**config.mk**
```make
export PLATFORM = sky130hd
export DESIGN_NAME = mwdir_ctrl
export DESIGN_NICKNAME = d
export VERILOG_FILES = /design/src/rtl/mwdir_pkg.sv /design/src/rtl/mwdir_popcnt.sv /design/src/rtl/mwdir_update.sv /design/src/rtl/mwdir_ctrl.sv
export SDC_FILE = /design/constraint.sdc
export NUM_CORES = 1
export LEC_CHECK = 0
export ABC_AREA = 0
export CAP_MARGIN = 20
export CORE_MARGIN = 3
export CORE_UTILIZATION = 50
export CTS_BUF_LIST = sky130_fd_sc_hd__clkbuf_4 sky130_fd_sc_hd__clkbuf_8
export DETAILED_ROUTE_END_ITERATION = 10
export GPL_TIMING_DRIVEN = 0
export MAX_ROUTING_LAYER = met4
export PLACE_DENSITY = 0.72
export REMOVE_ABC_BUFFERS = 1
export SYNTH_ARGS = -nofsm -noshare
export SYNTH_HDL_FRONTEND = slang
export SYNTH_HIERARCHICAL = 1
export SYNTH_SLANG_ARGS = --single-unit
```
**constraint.sdc**
```tcl
create_clock -name clk -period 5.7 [get_ports clk]
set_clock_uncertainty 0.05 [all_clocks]
set_input_delay 1.14 -clock clk [delete_from_list [all_inputs] [get_ports clk]]
set_output_delay 1.14 -clock clk [all_outputs]
set_load 0.02 [all_outputs]
```
**src/rtl/mwdir_pkg.sv**
```systemverilog
package mwdir_pkg;
    typedef enum logic [1:0] {
        BLK_UNC  = 2'd0,
        BLK_SHR  = 2'd1,
        BLK_DRT  = 2'd2,
        BLK_WEAK = 2'd3
    } blk_e;

    typedef enum logic [1:0] {
        OP_READ  = 2'd0,
        OP_WRITE = 2'd1,
        OP_DROP  = 2'd2,
        OP_ACK   = 2'd3
    } op_e;

    typedef enum logic [1:0] {
        RP_DATA = 2'd0,
        RP_GO   = 2'd1,
        RP_WAIT = 2'd2
    } rep_e;

    typedef enum logic {
        FS_IDLE  = 1'b0,
        FS_FETCH = 1'b1
    } fsm_e;
endpackage

```
**src/rtl/mwdir_popcnt.sv**
```systemverilog
module mwdir_popcnt #(
    parameter int W  = 4,
    parameter int CW = 3
) (
    input  logic [W-1:0]  vec,
    output logic [CW-1:0] cnt
);
    logic [CW-1:0] part [0:W];

    assign part[0] = '0;
    for (genvar g = 0; g < W; g++) begin : g_sum
        assign part[g+1] = part[g] + CW'(vec[g]);
    end
    assign cnt = part[W];
endmodule

```
**src/rtl/mwdir_update.sv**
```systemverilog
module mwdir_update
    import mwdir_pkg::*;
#(
    parameter int NODES = 4,
    parameter int IW    = 2,
    parameter int CW    = 3
) (
    input  op_e              op,
    input  logic [IW-1:0]    node,
    input  logic [NODES-1:0] sh_i,
    input  logic [NODES-1:0] wr_i,
    input  logic [NODES-1:0] nt_i,
    input  logic [NODES-1:0] pd_i,
    input  logic [NODES-1:0] wt_i,
    output logic [NODES-1:0] sh_o,
    output logic [NODES-1:0] wr_o,
    output logic [NODES-1:0] nt_o,
    output logic [NODES-1:0] pd_o,
    output logic [NODES-1:0] wt_o,
    output blk_e             st_o,
    output logic [CW-1:0]    cs_o,
    output logic [CW-1:0]    cw_o,
    output rep_e             rep_o,
    output logic [NODES-1:0] notice_o,
    output logic [NODES-1:0] done_o
);
    logic [NODES-1:0] oh;
    logic [NODES-1:0] pd_m;
    logic [NODES-1:0] wt_m;

    // membership change of the requester
    always_comb begin
        oh       = '0;
        oh[node] = 1'b1;
        sh_o     = sh_i;
        wr_o     = wr_i;
        unique case (op)
            OP_READ:  sh_o = sh_i | oh;
            OP_WRITE: begin
                sh_o = sh_i | oh;
                wr_o = wr_i | oh;
            end
            OP_DROP:  begin
                sh_o = sh_i & ~oh;
                wr_o = wr_i & ~oh;
            end
            OP_ACK:   ;
        endcase
    end

    mwdir_popcnt #(.W(NODES), .CW(CW)) u_cnt_sh (.vec(sh_o), .cnt(cs_o));
    mwdir_popcnt #(.W(NODES), .CW(CW)) u_cnt_wr (.vec(wr_o), .cnt(cw_o));

    // block state follows the vectors
    always_comb begin
        if (cs_o == '0)
            st_o = BLK_UNC;
        else if (cw_o == '0)
            st_o = BLK_SHR;
        else if (cs_o == CW'(1))
            st_o = BLK_DRT;
        else
            st_o = BLK_WEAK;
    end

    // notices, acknowledgement collection and release
    always_comb begin
        nt_o     = nt_i;
        pd_m     = pd_i;
        wt_m     = wt_i;
        notice_o = '0;
        rep_o    = RP_DATA;
        done_o   = '0;
        unique case (op)
            OP_READ: begin
                if (st_o == BLK_WEAK) begin
                    notice_o = wr_o & ~nt_i & ~oh;
                    nt_o     = nt_i | notice_o | oh;
                end
            end
            OP_WRITE: begin
                rep_o = RP_GO;
                if (st_o == BLK_WEAK) begin
                    notice_o = sh_o & ~oh & ~nt_i;
                    nt_o     = nt_i | notice_o | oh;
                    pd_m     = pd_i | notice_o;
                    if (pd_m != '0) begin
                        wt_m  = wt_i | oh;
                        rep_o = RP_WAIT;
                    end
                end
            end
            OP_DROP: begin
                nt_o = nt_i & ~oh;
                pd_m = pd_i & ~oh;
            end
            OP_ACK: pd_m = pd_i & ~oh;
        endcase
        if (st_o != BLK_WEAK) begin
            nt_o = '0;
            pd_m = '0;
        end
        if (pd_m == '0 && wt_m != '0) begin
            done_o = wt_m;
            wt_m   = '0;
        end
    end

    assign pd_o = pd_m;
    assign wt_o = wt_m;
endmodule

```
**src/rtl/mwdir_ctrl.sv**
```systemverilog
module mwdir_ctrl
    import mwdir_pkg::*;
#(
    parameter int NODES = 4,
    parameter int IW    = (NODES > 1) ? $clog2(NODES) : 1,
    parameter int CW    = $clog2(NODES + 1)
) (
    input  logic             clk,
    input  logic             rst_n,
    input  logic             req_valid,
    output logic             req_ready,
    input  logic [1:0]       req_kind,
    input  logic [IW-1:0]    req_node,
    output logic             mem_req,
    input  logic             mem_ack,
    output logic             rep_valid,
    output logic [1:0]       rep_kind,
    output logic [IW-1:0]    rep_node,
    output logic [NODES-1:0] notice_vec,
    output logic [NODES-1:0] done_vec,
    output logic [1:0]       blk_state,
    output logic [NODES-1:0] share_vec,
    output logic [NODES-1:0] write_vec,
    output logic [CW-1:0]    share_cnt,
    output logic [CW-1:0]    write_cnt
);
    fsm_e             fsm;
    op_e              lat_op;
    logic [IW-1:0]    lat_node;

    blk_e             st;
    logic [NODES-1:0] sh, wr, nt, pd, wt;
    logic [CW-1:0]    cs, cw;

    op_e              live_op;
    op_e              sel_op;
    logic [IW-1:0]    sel_node;
    logic             live_fetch;
    logic             apply;

    logic [NODES-1:0] sh_n, wr_n, nt_n, pd_n, wt_n, notice_n, done_n;
    blk_e             st_n;
    logic [CW-1:0]    cs_n, cw_n;
    rep_e             rep_n;

    assign live_op    = op_e'(req_kind);
    assign live_fetch = (live_op == OP_READ) ||
                        (live_op == OP_WRITE && !sh[req_node]);
    assign sel_op     = (fsm == FS_FETCH) ? lat_op : live_op;
    assign sel_node   = (fsm == FS_FETCH) ? lat_node : req_node;
    assign apply      = (fsm == FS_IDLE && req_valid && !live_fetch) ||
                        (fsm == FS_FETCH && mem_ack);

    assign req_ready  = (fsm == FS_IDLE);
    assign mem_req    = (fsm == FS_FETCH);

    mwdir_update #(.NODES(NODES), .IW(IW), .CW(CW)) u_upd (
        .op(sel_op), .node(sel_node),
        .sh_i(sh), .wr_i(wr), .nt_i(nt), .pd_i(pd), .wt_i(wt),
        .sh_o(sh_n), .wr_o(wr_n), .nt_o(nt_n), .pd_o(pd_n), .wt_o(wt_n),
        .st_o(st_n), .cs_o(cs_n), .cw_o(cw_n), .rep_o(rep_n),
        .notice_o(notice_n), .done_o(done_n)
    );

    // state register: fetch sequencing
    always_ff @(posedge clk) begin
        if (!rst_n) begin
            fsm      <= FS_IDLE;
            lat_op   <= OP_READ;
            lat_node <= '0;
        end else begin
            unique case (fsm)
                FS_IDLE: begin
                    if (req_valid && live_fetch) begin
                        fsm      <= FS_FETCH;
                        lat_op   <= live_op;
                        lat_node <= req_node;
                    end
                end
                FS_FETCH: begin
                    if (mem_ack)
                        fsm <= FS_IDLE;
                end
            endcase
        end
    end

    // outputs and directory entry
    always_ff @(posedge clk) begin
        if (!rst_n) begin
            st         <= BLK_UNC;
            sh         <= '0;
            wr         <= '0;
            nt         <= '0;
            pd         <= '0;
            wt         <= '0;
            cs         <= '0;
            cw         <= '0;
            rep_valid  <= 1'b0;
            rep_kind   <= RP_DATA;
            rep_node   <= '0;
            notice_vec <= '0;
            done_vec   <= '0;
        end else begin
            rep_valid  <= 1'b0;
            notice_vec <= '0;
            done_vec   <= '0;
            if (apply) begin
                st         <= st_n;
                sh         <= sh_n;
                wr         <= wr_n;
                nt         <= nt_n;
                pd         <= pd_n;
                wt         <= wt_n;
                cs         <= cs_n;
                cw         <= cw_n;
                rep_valid  <= (sel_op == OP_READ) || (sel_op == OP_WRITE);
                rep_kind   <= rep_n;
                rep_node   <= sel_node;
                notice_vec <= notice_n;
                done_vec   <= done_n;
            end
        end
    end

    assign blk_state = st;
    assign share_vec = sh;
    assign write_vec = wr;
    assign share_cnt = cs;
    assign write_cnt = cw;
endmodule

```
==> run metrics, run 1 <==
hold-critical path depth=2; global-route wire length before repair=between 10,000 and 15,000 microns; # Post-CTS Setup Buffers=0; Min-Delay Path Class=flop to flop; xor and xnor area share after synthesis=0%; total buffers and inverters traversed by the critical path=5; net switching power=0.000227 W; DRC violations left=0; final HPWL from detailed placement=around 4700 microns; flops & latches, synth=46; antenna violations before repair=0; Int Pwr=0.000532 W; number of max-cap violations=0; clk root buf=sky130_fd_sc_hd__clkbuf_8; DIE HEIGHT=between 80 and 90 microns; global-route total usage across every layer=a little over a fifth; clock tree from TritonCTS=yes; Ports=39; top cell type by total area after synthesis=sky130_fd_sc_hd__dfxtp_1; initial cell density of the core=between 50% and 60%; Worst Path Required=roughly 5.9 ns; fillcell total=508; row count=26; via count=between 2,000 and 3,000; simple-gate share of the synthesized area=a little under a quarter; top cells by area, synth=sky130_fd_sc_hd__dfxtp_1 (32%), sky130_fd_sc_hd__mux2i_1 (11%), sky130_fd_sc_hd__nand2_1 (9.8%); Syn. warnings=6; setup repair after global routing missed its margin=no; CORE AREA=between 0.005 and 0.006 sq mm; type of destination of the critical path=flop; count of input and output buffers=38; startpoint kind of the worst setup timing path=primary input; clock transition at the registers of the reported paths=0.08 ns; Cells after Synth=about 350; area share of fa/ha/maj cells after synthesis=between 4 and 5%; fraction of synthesized area in multiplexers=between 10% and 20%; total of hold buffers inserted after clock tree synthesis=0; Worst path max stage delay=~0.53 ns; sequence of cells on the critical path=clkdlybuf4s50_1 -> mux2_2 -> inv_1 -> ha_1 -> nor3_2 -> a2bb2oi_1 -> inv_1 -> fa_1 -> inv_1 -> ha_1 -> ha_1 -> nor2_1 -> or2_2 -> a21o_1 -> inv_1 -> nor3_1 -> and3_1; Area growth, synth to finish=15.7%; sequential share of power=~44%; number of iterations in the first detailed-routing pass=5; largest net degree at the start of global routing=42; average wire per standard cell=roughly 15 microns; number of buffers added by the clock tree synthesis step=5; storage element area=around 900 sq um; length in cells of the worst reg-to-reg path=16; Logic pwr share=24.2%; cell type of the slowest stage on the worst timing path=sky130_fd_sc_hd__fa_1; most common library cell in the layout ignoring fill and taps=sky130_fd_sc_hd__nand2_1; most used cells in the layout excluding fill and tap cells=sky130_fd_sc_hd__nand2_1 (75), sky130_fd_sc_hd__dfxtp_1 (46), sky130_fd_sc_hd__clkdlybuf4s50_1 (37), sky130_fd_sc_hd__mux2i_1 (32), sky130_fd_sc_hd__a21oi_1 (21); compound-cell area share of the yosys netlist=17.4%; Non-Filler Instances=about 440; nets@finish=around 400; Antenna Diode Count=0; final estimated routing congestion in global placement=0.940; post-layout minimum cycle time=between 5 and 6 ns; post-synthesis instance area=between 0.002 and 0.003 sq mm; top cell type's share of synthesized area=between 30% and 40%; Bufs on Longest Clock Path=2; Worst path depth=17; number of nets still failing antenna checks after routing=0; net switching share of the total power=30.0%; maximum fanout count along the critical path=14; H-tree level count=2; final routed wirelength across all metal layers=about 6500 microns; transition time of the tightest slew-check pin=about 0.59 ns; fin crit share=about 92%; largest delay contributor family on the critical path=adder cells; sequential share of the synthesized area=between 30% and 40%; outcome=finished clean; launching instance or port of the critical path=req_kind[0]; hold violation total from the final report=0; number of endpoints failing setup at the final stage=0; reported leakage power=approximately 1.4 nW; number of global-route vias before repair=around 2,300; startpoint of the worst register-to-register path=mem_req; multi-input logic area=0.00172 sq mm; Clock power frac=31.4%; fraction of layout instances using a drive strength above 1=under 10%; CP Capture Point=done_vec[1]; area of all placed cells without fillers=~0.0033 sq mm; Placed Area=roughly 0.0032 sq mm; cell mode on critical path=sky130_fd_sc_hd__inv_1; Horiz. Die Dim=between 80 and 90 microns; Slew HR=60.9%; sum of overflow across all layers after global routing=0; critical setup path kind=primary input to flop; critical path arrival=around 5.4 ns; die footprint=between 0.006 and 0.007 sq mm; count of cell types in the netlist=48; ratio of total power to cell area=around 230 mW/mm^2; worst-skew pair later-pin latency=around 0.31 ns; starting DRC count in detailed routing=around 250; dominant combinational cell family by area after synthesis=simple AND/OR/NAND/NOR gates; setup slack, reg-to-reg=1.15 ns; setup slack at placement=-0.155 ns; Fmax achieved=between 150 and 200 MHz; IR drop worst, VDD=0.157 mV; # placed instances=about 440; total clock sinks=46; PnR worst setup slack=approximately 0.44 ns; Via density=a little under 6; synthesized area divided by synthesized cell count=8.28 sq um; worst flop-to-flop path endpoint=done_vec[1]; max-slew violation count=0
[state kept, by name, indices dropped and copies added (netlist names), 3 cells and up]
signal / flops
done_vec: 4
notice_vec: 4
nt: 4
pd: 4
share_vec: 4
write_vec: 4
wt: 4
share_cnt: 3
write_cnt: 3
[logic make-up (layout without fill, tap and decap cells)]
family                   count (synthesis)  after routing
AND/OR/NAND/NOR                        142            142
AO/OA/AOI/OAI                           71             71
flip-flops                              46             46
buffers and inverters                   40             66
multiplexers                            38             38
adder cells (fa/ha/maj)                 10             10
[worst register-to-register path: cells and delay by family, from the launching register on]
kind | cells | cell delay [ns]
and+or+nand+nor | 5 | 0.90
adders and majority gates | 4 | 1.45
muxes | 1 | 0.42
DFF | 1 | 0.54
AOI/OAI and AO/OA | 2 | 0.69
buffers and inverters | 4 | 0.40
[worst min-delay path by stage]
stage / startpoint / end / slack, ns
3_5_place_dp: lat_op[1] / lat_op[1] / 0.38
4_1_cts: lat_op[1] / lat_op[1] / 0.40
6_report: lat_op[1] / lat_op[1] / 0.39
5_1_grt: share_cnt[1] / share_cnt[1] / 0.44
2_1_floorplan: lat_op[1] / lat_op[1] / 0.36
3_3_place_gp: lat_op[1] / lat_op[1] / 0.37
[per-stage QoR]
stage               TNS [ns]  hold slack [ns]  power [W]  util (%)
finish                     0            0.395   0.000759      62.3
global route               0            0.439   0.000797      62.3
CTS                        0            0.398   0.000764      62.2
detailed placement    -0.600            0.384   0.000526      60.2
global placement      -0.681            0.370   0.000521      59.5
floorplan                  0            0.359   0.000467         -
[layer usage]
layer,vias to the layer above,GRT usage [%],routed length (microns)
met5,-,-,0
met4,0,8.31,131
met3,19,3.62,441
met2,113,31.4,2880
met1,1161,30.7,3070
li1,1262,-,-
[cell type report]
class                      instances  area share [%]
multi-input combinational        261            51.8
timing repair buffer              40            12.5
inverter                          18            2.03
clock inverter                     3            1.20
sequential                        46            27.7
tap                               70            2.64
clock buffer                       5            2.07
[synth_stat cells, drive strengths merged]
| master | number |
|---|---|
| nor4 | 5 |
| dfxtp | 46 |
| nand3b | 2 |
| a22oi | 5 |
| a31o | 2 |
| o21ai | 13 |
| a21boi | 2 |
| or3b | 1 |
| inv | 18 |
| a21o | 5 |
| a2bb2oi | 2 |
| nor2 | 17 |
| fa | 2 |
| and3 | 9 |
| nand2 | 75 |
| a32oi | 3 |
| mux2i | 32 |
| a221oi | 2 |
| nor2b | 9 |
| nand3 | 4 |
| a21oi | 21 |
| or2 | 1 |
| a22o | 2 |
| a31oi | 2 |
| a41oi | 4 |
| buf | 9 |
| clkbuf | 13 |
| nand2b | 5 |
| mux2 | 6 |
| and2 | 2 |
| o2111ai | 1 |
| ha | 8 |
| nor3 | 12 |
| o22ai | 4 |
| o31ai | 1 |
| o21a | 1 |
| a21bo | 1 |
[what timing repair did]
| action | CTS | global route |
|---|---|---|
| hold endpoints to repair | 0 | 0 |
| gates resized for setup | 0 | 2 |
| setup endpoints to repair | 0 | 9 |
[power by group through the flow]
stage                     clock network [W]  logic, W  registers (W)
after floorplan                           0  0.000115       0.000352
after global routing               0.000256  0.000203       0.000338
after detailed placement                  0  0.000181       0.000344
final                              0.000239  0.000184       0.000337
after CTS                          0.000245  0.000182       0.000337
after global placement                    0  0.000177       0.000344
(Power assumes the default switching activity.)
==> run 2: changes to the inputs <==
- RECOVER_POWER: not set -> 50
==> run 2 against run 1 <==
  * Register-to-register slack barely moved
  * Sequential share of layout area about the same
  * Sequential cell count unchanged
  * Critical path depth is the same
  * Critical endpoint unchanged
  * Combinational power barely moved
  * Cell count did not move
  * Design area about the same
  * Worst setup slack improved by 0.014 ns
  * Hold slack barely moved
==> run metrics, run 2 (synthesis results as in run 1) <==
most used cells in the layout excluding fill and tap cells=sky130_fd_sc_hd__nand2_1 (75), sky130_fd_sc_hd__dfxtp_1 (46), sky130_fd_sc_hd__mux2i_1 (32), sky130_fd_sc_hd__dlygate4sd3_1 (32), sky130_fd_sc_hd__a21oi_1 (21) (was sky130_fd_sc_hd__nand2_1 (75), sky130_fd_sc_hd__dfxtp_1 (46), sky130_fd_sc_hd__clkdlybuf4s50_1 (37), sky130_fd_sc_hd__mux2i_1 (32), sky130_fd_sc_hd__a21oi_1 (21)); critical path arrival=5.44 ns (was 5.41 ns); transition time of the tightest slew-check pin=0.706 ns (was 0.587 ns); sum of overflow across all layers after global routing=0 (unchanged); ratio of total power to cell area=227 mW/mm^2 (was 228 mW/mm^2); fillcell total=509 (was 508); via count=2,553 (was 2,555); total power after layout=0.000754 W (was 0.000759 W); DIE HEIGHT=81.8 microns (unchanged); worst flop-to-flop path endpoint=done_vec[1] (unchanged); total clock sinks=46 (unchanged); number of endpoints failing setup at the final stage=0 (unchanged); IR drop worst, VDD=0.156 mV (was 0.157 mV); clock tree from TritonCTS=yes (unchanged); post-layout minimum cycle time=5.24 ns (was 5.26 ns); global-route wire length before repair=11,200 microns (unchanged); H-tree level count=2 (unchanged); final estimated routing congestion in global placement=0.940 (unchanged); Area growth, synth to finish=15.7% (about the same); hold violation total from the final report=0 (unchanged); global-route total usage across every layer=21.9% (unchanged); number of max-cap violations=0 (unchanged); nets@finish=390 (unchanged); number of iterations in the first detailed-routing pass=6 (was 5); number of global-route vias before repair=2,320 (unchanged); length in cells of the worst reg-to-reg path=16 (unchanged); most common library cell in the layout ignoring fill and taps=sky130_fd_sc_hd__nand2_1 (unchanged); setup repair after global routing missed its margin=no (unchanged); reported leakage power=1.47 nW (was 1.37 nW); Bufs on Longest Clock Path=2 (unchanged); hold-critical path depth=2 (unchanged); number of buffers added by the clock tree synthesis step=5 (unchanged); final design utilization=62.3% (about the same); average wire per standard cell=14.6 microns (was 14.7 microns); total of hold buffers inserted after clock tree synthesis=0 (unchanged); worst hold-check slack=0.395 ns (about the same); setup slack, reg-to-reg=1.16 ns (was 1.15 ns); count of input and output buffers=38 (unchanged); Min-Delay Path Class=flop to flop (unchanged); hold path endpoint=lat_op[1] (unchanged); initial cell density of the core=53.8% (unchanged); clk root buf=sky130_fd_sc_hd__clkbuf_8 (unchanged); row count=26 (unchanged); Antenna Diode Count=0 (unchanged); startpoint kind of the worst setup timing path=primary input (unchanged); max-slew violation count=0 (unchanged); clock transition at the registers of the reported paths=0.08 ns (about the same); type of destination of the critical path=flop (unchanged); Slew HR=52.9% (was 60.9%); number of nets still failing antenna checks after routing=0 (unchanged); Ports=39 (unchanged); origin of the worst min-delay path=lat_op[1] (unchanged); Horiz. Die Dim=81.8 microns (unchanged); Placed Area=0.00321 sq mm (unchanged); final HPWL from detailed placement=4700 microns (unchanged); startpoint of the worst register-to-register path=mem_req (unchanged); final routed wirelength across all metal layers=6490 microns (was 6520 microns); DRC violations left=0 (unchanged); outcome=finished clean (unchanged); area of all placed cells without fillers=0.00332 sq mm (about the same); fin crit share=92.0% (was 92.2%); Fmax achieved=191 MHz (was 190 MHz); critical setup path kind=primary input to flop (unchanged); accumulated negative setup slack=0 ns (unchanged); fraction of layout instances using a drive strength above 1=8.85% (was 9.38%); largest net degree at the start of global routing=42 (unchanged); worst-skew pair later-pin latency=0.30 ns (was 0.31 ns); maximum fanout count along the critical path=18 (was 14); antenna violations before repair=0 (unchanged); starting DRC count in detailed routing=252 (was 248); CORE AREA=0.00534 sq mm (unchanged); Worst Path Required=5.89 ns (was 5.85 ns); Via density=5.76 (was 5.77); die footprint=0.00669 sq mm (unchanged)
## run 2: changes by cell type in the layout (fill, tap and decap cells not counted)
cell	change
sky130_fd_sc_hd__mux2_1	+1
sky130_fd_sc_hd__clkdlybuf4s50_1	-32
sky130_fd_sc_hd__dlygate4sd3_1	+32
sky130_fd_sc_hd__mux2_2	-1
sky130_fd_sc_hd__a21o_1	+1
sky130_fd_sc_hd__a21o_2	-1
## run 2: critical path, stage by stage
cell                              delay [ns]
sky130_fd_sc_hd__clkdlybuf4s50_1        0.48
sky130_fd_sc_hd__mux2_2                 0.33
sky130_fd_sc_hd__inv_1                  0.10
sky130_fd_sc_hd__ha_2                   0.42
sky130_fd_sc_hd__nor2b_1                0.13
sky130_fd_sc_hd__a21oi_1                0.32
sky130_fd_sc_hd__inv_1                  0.11
sky130_fd_sc_hd__fa_1                   0.54
sky130_fd_sc_hd__inv_1                  0.04
sky130_fd_sc_hd__ha_1                   0.17
sky130_fd_sc_hd__ha_1                   0.30
sky130_fd_sc_hd__nor3_2                 0.30
sky130_fd_sc_hd__or2_2                  0.35
sky130_fd_sc_hd__a21o_1                 0.20
sky130_fd_sc_hd__inv_1                  0.11
sky130_fd_sc_hd__nor3_1                 0.21
sky130_fd_sc_hd__and3_1                 0.18
## run 2: layout make-up
cell class | instances | area, sq um | share of cell area [%]
multi-input combinational | 261 | 1720 | 51.8
clock inverter | 3 | 40.0 | 1.21
clock buffer | 5 | 68.8 | 2.07
timing repair buffer | 40 | 415 | 12.5
tap | 70 | 87.6 | 2.64
sequential | 46 | 921 | 27.7
inverter | 18 | 67.6 | 2.03
## run 2: how the worst max path moves through the flow
stage	start	to	cells after the start
final	req_kind[1]	done_vec[1]	17
after global routing	req_kind[1]	done_vec[2]	17
after CTS	req_kind[1]	done_vec[1]	17
after detailed placement	req_kind[1]	done_vec[1]	17
after global placement	req_kind[1]	done_vec[0]	17
after floorplan	req_kind[1]	done_vec[0]	16
## run 2: what timing repair did
action / CTS / global route
setup buffers: 0 / 0
endpoints found under the setup margin: 0 / 9
gates resized for setup: 0 / 2
## run 2: routing by layer
metal | GRT usage (%) | part of all wire [%] | vias to the layer above | wire length (microns)
met4 | 8.31 | 1.4 | 0 | 94
met2 | 31.4 | 44 | 107 | 2870
met3 | 3.62 | 6.8 | 14 | 438
met5 | - | 0 | - | 0
li1 | - | - | 1254 | -
met1 | 30.7 | 48 | 1178 | 3080
## run 2: per-stage QoR
step / cells / worst slack [ns]
after detailed placement: 435 / -0.155
after global placement: 433 / -0.119
after floorplan: 325 / 1.06
after global routing: 443 / 0.105
final: 443 / 0.456
after CTS: 443 / 0.162
## run 2: report_power, final
group | internal [W] | switching, W
clock network | 0.000129 | 0.000108
logic | 0.0000702 | 0.000110
registers | 0.000330 | 0.00000689
